<file path="src/rtl/card_fifo_pkg.sv">
// Package: shared constants and types for the card data FIFO pair.
// Assumes a status word of 16 bits whose flag positions are fixed by the
// logic that decodes it.
package card_fifo_pkg;

    localparam int STAT_W    = 16;
    localparam int EMPTY_BIT = 6;
    localparam int FULL_BIT  = 7;
    localparam int AFULL_BIT = 10;

    // Which side of the threshold raises the service request.
    typedef enum logic {
        REQ_WHEN_FILLED  = 1'b0,
        REQ_WHEN_DRAINED = 1'b1
    } req_mode_e;

endpackage

</file>
<file path="src/rtl/fifo_word_store.sv">
// Module: word storage for one FIFO, with one write port and one
// asynchronous read port. Assumes the controller never writes to a
// full FIFO, and only uses the read word when the FIFO is not empty.
module fifo_word_store #(
    parameter int DATA_W = 32,
    parameter int DEPTH  = 16,
    localparam int AW    = (DEPTH > 1) ? $clog2(DEPTH) : 1
) (
    input  logic              clk,
    input  logic              wr_en_i,
    input  logic [AW-1:0]     wr_addr_i,
    input  logic [DATA_W-1:0] wr_data_i,
    input  logic [AW-1:0]     rd_addr_i,
    output logic [DATA_W-1:0] rd_data_o
);

    logic [DATA_W-1:0] cells [DEPTH];

    // Store the accepted word at the write slot.
    always_ff @(posedge clk) begin
        if (wr_en_i) begin
            cells[wr_addr_i] <= wr_data_i;
        end
    end

    assign rd_data_o = cells[rd_addr_i];

endmodule

</file>
<file path="src/rtl/fifo_ptr_ctrl.sv">
// Module: pointers, occupancy count and the registered output word for one
// FIFO. A push to a full FIFO is dropped. A pop from an empty FIFO keeps
// the pointers and the last output word. The full and empty tests use the
// count from before the clock edge. Reset is synchronous and active low.
module fifo_ptr_ctrl #(
    parameter int DATA_W = 32,
    parameter int DEPTH  = 16,
    localparam int AW    = (DEPTH > 1) ? $clog2(DEPTH) : 1,
    localparam int CW    = $clog2(DEPTH + 1)
) (
    input  logic              clk,
    input  logic              rst_n,
    input  logic              push_i,
    input  logic              pop_i,
    input  logic [DATA_W-1:0] rd_word_i,
    output logic              wr_en_o,
    output logic [AW-1:0]     wr_addr_o,
    output logic [AW-1:0]     rd_addr_o,
    output logic [CW-1:0]     count_o,
    output logic [DATA_W-1:0] pop_data_o
);

    localparam logic [CW-1:0] FULL_CNT = CW'(DEPTH);
    localparam logic [AW-1:0] LAST_IDX = AW'(DEPTH - 1);

    logic [AW-1:0]     wr_ptr;
    logic [AW-1:0]     rd_ptr;
    logic [CW-1:0]     count;
    logic [DATA_W-1:0] out_q;
    logic              push_ok;
    logic              pop_ok;

    // Qualify the strobes against the count from before the edge.
    always_comb begin
        push_ok = push_i && (count != FULL_CNT);
        pop_ok  = pop_i && (count != '0);
    end

    // Advance the write pointer, wrapping after the last slot.
    always_ff @(posedge clk) begin
        if (!rst_n) begin
            wr_ptr <= '0;
        end else if (push_ok) begin
            wr_ptr <= (wr_ptr == LAST_IDX) ? '0 : wr_ptr + 1'b1;
        end
    end

    // Advance the read pointer, wrapping after the last slot.
    always_ff @(posedge clk) begin
        if (!rst_n) begin
            rd_ptr <= '0;
        end else if (pop_ok) begin
            rd_ptr <= (rd_ptr == LAST_IDX) ? '0 : rd_ptr + 1'b1;
        end
    end

    // Track occupancy; a push and a pop together leave it unchanged.
    always_ff @(posedge clk) begin
        if (!rst_n) begin
            count <= '0;
        end else begin
            unique case ({push_ok, pop_ok})
                2'b10:   count <= count + 1'b1;
                2'b01:   count <= count - 1'b1;
                default: count <= count;
            endcase
        end
    end

    // Register the popped word; hold it when nothing is popped.
    always_ff @(posedge clk) begin
        if (!rst_n) begin
            out_q <= '0;
        end else if (pop_ok) begin
            out_q <= rd_word_i;
        end
    end

    assign wr_en_o    = push_ok;
    assign wr_addr_o  = wr_ptr;
    assign rd_addr_o  = rd_ptr;
    assign count_o    = count;
    assign pop_data_o = out_q;

    // occupancy never exceeds the depth
    a_r2_count_bound: assert property (@(posedge clk) disable iff (!rst_n)
        count_o <= FULL_CNT);

    // a lone push into a full FIFO changes nothing
    a_r2_full_drop: assert property (@(posedge clk) disable iff (!rst_n)
        (count_o == FULL_CNT && push_i && !pop_i) |=> $stable(count_o) && $stable(wr_addr_o));

    // a lone pop from an empty FIFO keeps the word and the pointer
    a_r5_empty_hold: assert property (@(posedge clk) disable iff (!rst_n)
        (count_o == '0 && pop_i && !push_i) |=> $stable(pop_data_o) && $stable(rd_addr_o));

    // a push and a pop together in the middle range keep the count
    a_r9_both_keep: assert property (@(posedge clk) disable iff (!rst_n)
        (push_i && pop_i && count_o != '0 && count_o != FULL_CNT) |=> $stable(count_o));

endmodule

</file>
<file path="src/rtl/fifo_flag_gen.sv">
// Module: decodes one FIFO's count into the status word and the service
// request. MODE picks which side of the threshold raises the request.
// Assumes the count never exceeds DEPTH. The request is held low while
// the active-low reset is low.
module fifo_flag_gen
    import card_fifo_pkg::*;
#(
    parameter int        DEPTH     = 16,
    parameter int        BURST     = 8,
    parameter int        AFULL_LVL = DEPTH - 1,
    parameter req_mode_e MODE      = REQ_WHEN_FILLED,
    localparam int       CW        = $clog2(DEPTH + 1)
) (
    input  logic              clk,
    input  logic              rst_n,
    input  logic [CW-1:0]     count_i,
    output logic [STAT_W-1:0] status_o,
    output logic              req_o
);

    localparam logic [CW-1:0] FULL_CNT  = CW'(DEPTH);
    localparam logic [CW-1:0] THRESH    = CW'(BURST);
    localparam logic [CW-1:0] AFULL_CNT = CW'(AFULL_LVL);

    logic level_hit;

    // Build the status word; bits with no flag read as zero.
    always_comb begin
        status_o            = '0;
        status_o[EMPTY_BIT] = (count_i == '0);
        status_o[FULL_BIT]  = (count_i == FULL_CNT);
        status_o[AFULL_BIT] = (count_i >= AFULL_CNT);
    end

    // Pick the threshold comparison for this direction.
    generate
        if (MODE == REQ_WHEN_FILLED) begin : g_fill
            assign level_hit = (count_i >= THRESH);
        end else begin : g_drain
            assign level_hit = (count_i < THRESH);
        end
    endgenerate

    // Hold the request low while reset is applied.
    always_comb begin
        req_o = rst_n && level_hit;
    end

    // no service request while reset is held
    a_r8_req_quiet: assert property (@(posedge clk)
        !rst_n |-> !req_o);

    // a full FIFO also reports almost full
    a_r6_full_implies_afull: assert property (@(posedge clk) disable iff (!rst_n)
        status_o[FULL_BIT] |-> status_o[AFULL_BIT]);

endmodule

</file>
<file path="src/rtl/card_data_fifo_pair.sv">
// Module: receive and transmit word FIFOs between a card data path and a
// bus or DMA engine. Channel 0 receives: the card pushes, the bus reads,
// and the request means words are waiting. Channel 1 transmits: the bus
// writes, the card pops, and the request means there is room. Reset is
// synchronous and active low.
module card_data_fifo_pair
    import card_fifo_pkg::*;
#(
    parameter int DATA_W    = 32,
    parameter int DEPTH     = 16,
    parameter int BURST     = 8,
    parameter int AFULL_LVL = DEPTH - 1
) (
    input  logic              clk,
    input  logic              rst_n,
    input  logic              card_rx_push,
    input  logic [DATA_W-1:0] card_rx_word,
    input  logic              bus_rx_read,
    output logic [DATA_W-1:0] bus_rx_word,
    output logic [STAT_W-1:0] rx_status,
    output logic              rx_dma_req,
    input  logic              bus_tx_write,
    input  logic [DATA_W-1:0] bus_tx_word,
    input  logic              card_tx_pop,
    output logic [DATA_W-1:0] card_tx_word,
    output logic [STAT_W-1:0] tx_status,
    output logic              tx_dma_req
);

    localparam int AW     = (DEPTH > 1) ? $clog2(DEPTH) : 1;
    localparam int CW     = $clog2(DEPTH + 1);
    localparam int NCHAN  = 2;
    localparam int RX_IDX = 0;
    localparam int TX_IDX = 1;

    logic [NCHAN-1:0]  ch_push;
    logic [NCHAN-1:0]  ch_pop;
    logic [NCHAN-1:0]  ch_req;
    logic [DATA_W-1:0] ch_in   [NCHAN];
    logic [DATA_W-1:0] ch_out  [NCHAN];
    logic [STAT_W-1:0] ch_stat [NCHAN];

    // Route the port strobes and words onto the two channels.
    always_comb begin
        ch_push[RX_IDX] = card_rx_push;
        ch_pop[RX_IDX]  = bus_rx_read;
        ch_in[RX_IDX]   = card_rx_word;
        ch_push[TX_IDX] = bus_tx_write;
        ch_pop[TX_IDX]  = card_tx_pop;
        ch_in[TX_IDX]   = bus_tx_word;
    end

    generate
        for (genvar c = 0; c < NCHAN; c++) begin : g_chan
            localparam req_mode_e CH_MODE = (c == RX_IDX) ? REQ_WHEN_FILLED : REQ_WHEN_DRAINED;

            logic              wr_en;
            logic [AW-1:0]     wr_addr;
            logic [AW-1:0]     rd_addr;
            logic [CW-1:0]     count;
            logic [DATA_W-1:0] rd_word;

            fifo_ptr_ctrl #(
                .DATA_W (DATA_W),
                .DEPTH  (DEPTH)
            ) u_ctrl (
                .clk        (clk),
                .rst_n      (rst_n),
                .push_i     (ch_push[c]),
                .pop_i      (ch_pop[c]),
                .rd_word_i  (rd_word),
                .wr_en_o    (wr_en),
                .wr_addr_o  (wr_addr),
                .rd_addr_o  (rd_addr),
                .count_o    (count),
                .pop_data_o (ch_out[c])
            );

            fifo_word_store #(
                .DATA_W (DATA_W),
                .DEPTH  (DEPTH)
            ) u_store (
                .clk       (clk),
                .wr_en_i   (wr_en),
                .wr_addr_i (wr_addr),
                .wr_data_i (ch_in[c]),
                .rd_addr_i (rd_addr),
                .rd_data_o (rd_word)
            );

            fifo_flag_gen #(
                .DEPTH     (DEPTH),
                .BURST     (BURST),
                .AFULL_LVL (AFULL_LVL),
                .MODE      (CH_MODE)
            ) u_flags (
                .clk      (clk),
                .rst_n    (rst_n),
                .count_i  (count),
                .status_o (ch_stat[c]),
                .req_o    (ch_req[c])
            );
        end
    endgenerate

    // Drive the outputs from the channel results.
    always_comb begin
        bus_rx_word  = ch_out[RX_IDX];
        rx_status    = ch_stat[RX_IDX];
        rx_dma_req   = ch_req[RX_IDX];
        card_tx_word = ch_out[TX_IDX];
        tx_status    = ch_stat[TX_IDX];
        tx_dma_req   = ch_req[TX_IDX];
    end

    // a receive request never coexists with an empty receive FIFO
    a_r3_rx_req_nonempty: assert property (@(posedge clk) disable iff (!rst_n)
        rx_dma_req |-> !rx_status[EMPTY_BIT]);

    // a transmit request never coexists with a full transmit FIFO
    a_r4_tx_req_notfull: assert property (@(posedge clk) disable iff (!rst_n)
        tx_dma_req |-> !tx_status[FULL_BIT]);

    // an empty transmit FIFO always requests data
    a_r4_tx_empty_req: assert property (@(posedge clk) disable iff (!rst_n)
        tx_status[EMPTY_BIT] |-> tx_dma_req);

endmodule

</file>
<file path="config.mk">
export PLATFORM = sky130hd
export DESIGN_NAME = card_data_fifo_pair
export DESIGN_NICKNAME = d
export VERILOG_FILES = /design/src/rtl/card_fifo_pkg.sv /design/src/rtl/fifo_word_store.sv /design/src/rtl/fifo_ptr_ctrl.sv /design/src/rtl/fifo_flag_gen.sv /design/src/rtl/card_data_fifo_pair.sv
export SDC_FILE = /design/constraint.sdc
export NUM_CORES = 1
export LEC_CHECK = 0
export BUFFER_PORTS_ARGS = -buffer_cell sky130_fd_sc_hd__buf_2
export CELL_PAD_IN_SITES_DETAIL_PLACEMENT = 1
export CELL_PAD_IN_SITES_GLOBAL_PLACEMENT = 2
export CORE_AREA = 3 3 303 305
export CTS_CLUSTER_DIAMETER = 80
export DETAILED_ROUTE_END_ITERATION = 10
export DIE_AREA = 0 0 306 308
export HOLD_SLACK_MARGIN = 0.06
export PLACE_DENSITY = 0.79
export RECOVER_POWER = 100
export SKIP_LAST_GASP = 1
export SYNTH_ARGS = -nofsm -noshare
export SYNTH_HDL_FRONTEND = slang
export SYNTH_HIERARCHICAL = 1
export SYNTH_SLANG_ARGS = --single-unit
</file>
<file path="constraint.sdc">
create_clock -name clk -period 5.4 [get_ports clk]
set_clock_uncertainty 0.15 [all_clocks]
set_input_delay 0.54 -clock clk [delete_from_list [all_inputs] [get_ports clk]]
set_output_delay 0.54 -clock clk [all_outputs]
set_load 0.02 [all_outputs]
</file>
Yosys cells after proc, flatten, opt, wreduce, memory -nomap -nowiden:

Memories as Yosys holds them, arrays and structs flattened. A register that Yosys moved wholly into a read port is not among the register bits.
Cells that the tools add are included.

* div/mod/pow operators: 0
* multiply operators: 0
* eq/ne operators: 12
* magnitude comparators: 4
* bitwise gates (word level): 0
* shift-type cells: 0
* muxes and demuxes: 10
* add/sub/neg operators: 8
* reductions and logical operators: 14

Operators by type and width (count)
* 5-bit one-hot mux with 2 select lines: 2
* 4-bit by 1-bit adder with 4-bit output (second input constant): 4
* 4-bit equality test (second input constant): 4
* 4-bit 2-to-1 mux: 4
* 5-bit by 4-bit greater-or-equal comparator with 1-bit output (second input constant): 3
* 5-bit by 1-bit adder with 5-bit output (second input constant): 2
* 5-bit equality test (second input constant): 2
* 5-bit logical NOT: 2
* 5-bit != test (second input constant): 2
* 5-bit nonzero test: 2
* 5-bit by 1-bit subtractor with 5-bit output (second input constant): 2
* 1-bit logical AND: 6
* 5-bit by 4-bit less-than comparator with 1-bit output (second input constant): 1
* 2-bit by 1-bit equality test with 1-bit output (second input constant): 2
* 2-bit equality test (second input constant): 2
* 1-bit 2-to-1 mux: 4
* 2-bit nonzero test: 2
* 1-bit logical NOT: 2

* bits in registers: 26
* latch bits: 0
* bits of input ports: 70
* bits in read-only memories: 0
* bits in writable memories: 1024
* memories kept: 2

Memories
* g_chan[0].u_store.cells: depth 16, width 32, rd ports 1, clocked after Yosys merged registers in 1, wr ports 1, RTL line fifo_word_store.sv:17 `logic [DATA_W-1:0] cells [DEPTH];`
* g_chan[1].u_store.cells: depth 16, width 32, rd ports 1, clocked after Yosys merged registers in 1, wr ports 1, RTL line fifo_word_store.sv:17

Longest topological paths before layout:

* depth after elaboration: 4
* depth in mapped cells: 10
* gate-level depth less buffers: 9

Cells and area by module:

The synthesis kept the hierarchy.

Modules (own cells, without submodules)
* fifo_word_store: cells each 806, instances 2, area each 19213.4 µm²
* fifo_ptr_ctrl: cells each 219, instances 2, area each 2067.0 µm²
* fifo_flag_gen (g_chan[0].u_flags): cells each 19, instances 1, area each 148.9 µm²
* fifo_flag_gen (g_chan[1].u_flags): cells each 20, instances 1, area each 142.6 µm²

Least setup slack after synthesis:

No wires, ideal clock.

* path kind: register -> register
* from: reg g_chan[1].u_ctrl.count[0]
* to: mem g_chan[1].u_store.cells[0][0], enable pin
* data required time: 4.789 ns
* buffers on the path: 1
* slack: 1.251 ns
* clock period less this slack: 4.149 ns
* arrival: 3.538 ns
* setup time: 0.461 ns
* cell stages (with the launch flop): 6
* cell sequence: dfxtp_1 -> or4_4 -> o21a_1 -> buf_6 -> or3b_2 -> nor3_1

* word-level cells in the longest chain between the ends: 4

RTL lines
* start: declaration: RTL line fifo_ptr_ctrl.sv:28 `logic [CW-1:0] count;`
* start signal: assignment: RTL line fifo_ptr_ctrl.sv:63 `2'b10: count <= count + 1'b1;`
* start signal: assignment: RTL line fifo_ptr_ctrl.sv:64 `2'b01: count <= count - 1'b1;`
* start signal: assignment: RTL line fifo_ptr_ctrl.sv:65 `default: count <= count;`
* 5-bit != test: RTL line fifo_ptr_ctrl.sv:35 `push_ok = push_i && (count != FULL_CNT);`
* 1-bit logical AND: RTL line fifo_ptr_ctrl.sv:35
* via g_chan[1].wr_en: RTL line card_data_fifo_pair.sv:57 `logic wr_en;`
* 1-bit 2-to-1 mux: RTL line fifo_word_store.sv:21 `if (wr_en_i) begin`
* 1-bit 2-to-1 mux (not written as such): RTL line fifo_word_store.sv:22 `cells[wr_addr_i] <= wr_data_i;`
* end: declaration: RTL line fifo_word_store.sv:17

The timed path passes the listed nets, and every way through them passes these cells.

Worst setup path after layout:

* from: reg g_chan[0].u_ctrl.count[0]
* to: mem g_chan[0].u_store.cells[5][16], enable pin

* word-level cells in the longest chain between the ends: 4

RTL lines (RTL line)
* start: declaration: fifo_ptr_ctrl.sv:28
* start signal: assignment: fifo_ptr_ctrl.sv:63
* start signal: assignment: fifo_ptr_ctrl.sv:64
* start signal: assignment: fifo_ptr_ctrl.sv:65
* 5-bit != test: fifo_ptr_ctrl.sv:35
* 1-bit logical AND: fifo_ptr_ctrl.sv:35
* via g_chan[0].wr_en: card_data_fifo_pair.sv:57
* 1-bit 2-to-1 mux: fifo_word_store.sv:21
* 1-bit 2-to-1 mux (not written as such): fifo_word_store.sv:22
* end: declaration: fifo_word_store.sv:17

The timed path passes the listed nets, and every way through them passes these cells.

==> results.md <==
* cells taking the most area after synthesis: sky130_fd_sc_hd__edfxtp_1, sky130_fd_sc_hd__mux4_2, sky130_fd_sc_hd__dfxtp_1, sky130_fd_sc_hd__a22oi_1, sky130_fd_sc_hd__nand2_1
* clock root cell: sky130_fd_sc_hd__clkbuf_16
* post-CTS setup buffer count: 0
* Final setup violation count: 0
* hold depth: 1
* warnings from Yosys: 6
* reg2reg end: g_chan[0].u_store/cells[5][16]
* clock tree from TritonCTS: done
* post-synthesis cell type with the largest combined area: sky130_fd_sc_hd__edfxtp_1
* Final Hold Vio Count: 0
* final max-slew violation count: 968
* die footprint: 94200 µm²
* data arrival time of the critical path: 4.50 ns
* class of the tightest hold or removal check: primary input to flop
* post-synthesis sequential area ratio: 76.0%
* mean area per synthesized cell: 20.5 µm²
* Die Y-Extent: 308 µm
* first-pass GRT wire length: 151 mm
* # port buffers: 141
* portion of synthesized cell area occupied by the leading cell type: 71.8%
* peak supply drop: 0.000274 V
* clock input transition at the sequential cells of the worst setup and hold paths: 0.06 ns
* vias in the first global route: 23000
* transition time at the pin with the least slew margin: 2.71 ns
* top_reg_cell synth: sky130_fd_sc_hd__edfxtp_1
* nets: 2405
* horizontal die dimension: 306 µm
* achievable frequency: 229 MHz
* instance count of the mapped netlist: 2089
* global route total overflow: 0
* row count: 110
* Max FO, Critical Path: 20
* violations in the final reports: max-capacitance violations, max-slew violations
* fraction of layout cells with a size suffix above 1: 20.8%
* ys async rst share: 0%
* # hold bufs at CTS: 47
* Post-Route WL: 101 mm
* crit end category: flop
* Area growth syn-to-layout: 13.2%
* number of nets with antenna violations after detailed routing: 0
* number of clock buffers inserted by TritonCTS: 110
* wire length per cell: 28.0 µm
* Leakage Power: 15.1 nW
* Initial DRC Count: 2236
* slack of the worst reg-to-reg path: 1.03 ns
* number of flops mapped to enable cells by yosys: 1024
* cell with the most instances after synthesis: sky130_fd_sc_hd__edfxtp_1
* number of remaining DRC errors: 0
* Relative slew margins: -80.6%
* number of antenna violations at the first check in global routing: 8
* initial cell density of the core: 47.8%
* minimum setup slack after placement: 1.56 ns
* endpoint with the worst hold slack: g_chan[1].u_store/cells[12][21]
* post-route minimum period: 4.37 ns
* clock sink total: 1114
* overall track demand over capacity in global routing: 21.5%
* most frequent cells after synthesis: sky130_fd_sc_hd__edfxtp_1, sky130_fd_sc_hd__mux4_2, sky130_fd_sc_hd__nand2_1, sky130_fd_sc_hd__a22oi_1, sky130_fd_sc_hd__dfxtp_1
* beginning of the critical path: g_chan[0].u_ctrl/count_o[0]
* cell chain of the critical path: or4_1 > o21a_1 > nand3b_1 > nor2_1 > clkbuf_1
* category of cells accounting for the largest share of critical-path delay: simple AND/OR/NAND/NOR gates
* RSZ-0062 raised after global routing: false
* startpoint of the worst register-to-register path: g_chan[0].u_ctrl/count_o[0]
* pin count of the biggest net entering global routing: 77
* buffer and inverter count on the worst path: 1
* H-tree Lvls: 3
* number of placed I/O pins: 168
* clock network latency to the later pin of the worst-skew pair: 0.69 ns
* category of the most critical setup path: flop to flop
* count of TritonRoute iterations in the first routing pass: 7
* via count: 21200
* reg2reg path depth: 5
* Worst Setup Start Kind: flop
* slowest CP cell: sky130_fd_sc_hd__clkbuf_1
* Vias/cell: 5.90
* power density of the placed cells: 455 nW/µm²
* area of the core: 89600 µm²
* max capacitance violation total: 36
* share of the clock period used by the worst path: 81.0%
* final-layout fill cell count: 7898
* number of buffers on the longest clock path: 3
* required time at the worst-slack endpoint: 5.52 ns
* hold_sp: bus_tx_word[21]
* outcome: finished with violations
* detailed placer's ending HPWL: 56.3 mm
* total of flip-flops plus latches after synthesis: 1114
* least setup slack across all paths after layout: 1.03 ns
* setup TNS after final layout: 0 ns
* stage delay of the slowest cell on the critical path: 1.28 ns
* post-synthesis instance area: 42900 µm²
* weighted congestion at the end of routability-driven global placement: 0.750
* CTS resizes: 0
* library cells used by synthesis: 45
how the worst max path moves through the flow:
stage                     slack, ns  depth (start not counted)                             end
after floorplan                1.25                          5   g_chan[1].u_store/cells[0][0]
after global placement         1.71                         10     g_chan[0].u_ctrl/count_o[3]
after detailed placement       1.56                         10     g_chan[0].u_ctrl/count_o[3]
after CTS                      1.54                         10     g_chan[0].u_ctrl/count_o[3]
after global routing           0.73                          4   g_chan[0].u_ctrl/rd_addr_o[2]
final                          1.03                          5  g_chan[0].u_store/cells[5][16]
through the flow:
step | util (%) | area [µm²] | hold slack (ns) | total power [mW] | std cells
after floorplan | - | 42900 | 0.347 | 13.6 | 2113
after global placement | 50.2 | 45000 | 0.300 | 14.5 | 3338
after detailed placement | 50.2 | 45000 | 0.307 | 14.7 | 3338
after CTS | 54.8 | 49100 | 0.0603 | 22.5 | 3590
after global routing | 54.1 | 48500 | 0.232 | 23.0 | 3593
final | 54.1 | 48500 | 0.250 | 22.1 | 3597
layout make-up:
type	count	area [µm²]	area share, %
clock buffer	156	3100	6.39
multi-input combinational	854	9390	19.4
tap	1176	1470	3.03
clock inverter	49	599	1.24
timing repair buffer	234	1320	2.72
sequential	1114	32600	67.2
antenna	7	17.5	0.0361
inverter	7	31.3	0.0645
power breakdown:
| part | internal, mW | switching (mW) |
|---|---|---|
| Sequential | 9.83 | 0.399 |
| Combinational | 1.86 | 2.23 |
| Clock | 4.53 | 3.22 |
kinds of logic after synthesis:
group	after synthesis	synth area share, %
DFF	1114	76.0
and+or+nand+nor	313	3.17
muxes	268	13.7
AOI/OAI and AO/OA	229	4.55
buffers and inverters	145	2.04
adders and majority gates	14	0.444
xor gates and xnor gates	4	0.0817
other	2	0.0175
sequential cells by signal, summed over array words and instances, names as in the netlist:
name / count
g_chan.u_store/cells: 1024
g_chan.u_ctrl/pop_data_o: 64
g_chan.u_ctrl/rd_addr_o: 8
g_chan.u_ctrl/wr_addr_o: 8
g_chan.u_ctrl/count_o: 10
cell usage in the layout (no fill, tap or decap), types with 7 or more instances in the layout:
master and count:
sky130_fd_sc_hd__buf_4 23, sky130_fd_sc_hd__mux4_2 256, sky130_fd_sc_hd__nor3_1 8, sky130_fd_sc_hd__conb_1 26, sky130_fd_sc_hd__dfxtp_1 87, sky130_fd_sc_hd__nand2_1 222
sky130_fd_sc_hd__a21oi_1 10, sky130_fd_sc_hd__diode_2 7, sky130_fd_sc_hd__ha_1 12, sky130_fd_sc_hd__clkbuf_8 15, sky130_fd_sc_hd__edfxtp_1 1024, sky130_fd_sc_hd__clkinv_2 19
sky130_fd_sc_hd__a22oi_1 128, sky130_fd_sc_hd__clkinv_1 7, sky130_fd_sc_hd__dlygate4sd3_1 47, sky130_fd_sc_hd__clkbuf_1 182, sky130_fd_sc_hd__nand3_1 8, sky130_fd_sc_hd__nor2_1 21
sky130_fd_sc_hd__bufinv_16 11, sky130_fd_sc_hd__a21boi_0 58, sky130_fd_sc_hd__clkbuf_16 111, sky130_fd_sc_hd__nand2b_1 8, sky130_fd_sc_hd__a21boi_2 10, sky130_fd_sc_hd__mux2i_1 12
per-layer routing:
| layer | GRT usage, % | routed length [µm] | vias up |
|---|---|---|---|
| met5 | 0 | 13 | - |
| met3 | 3.59 | 6190 | 142 |
| met2 | 35.7 | 50100 | 762 |
| met1 | 29.6 | 41800 | 11400 |
| met4 | 6.73 | 2590 | 2 |
| li1 | - | - | 8968 |
Power figures use the tool's default switching activity.
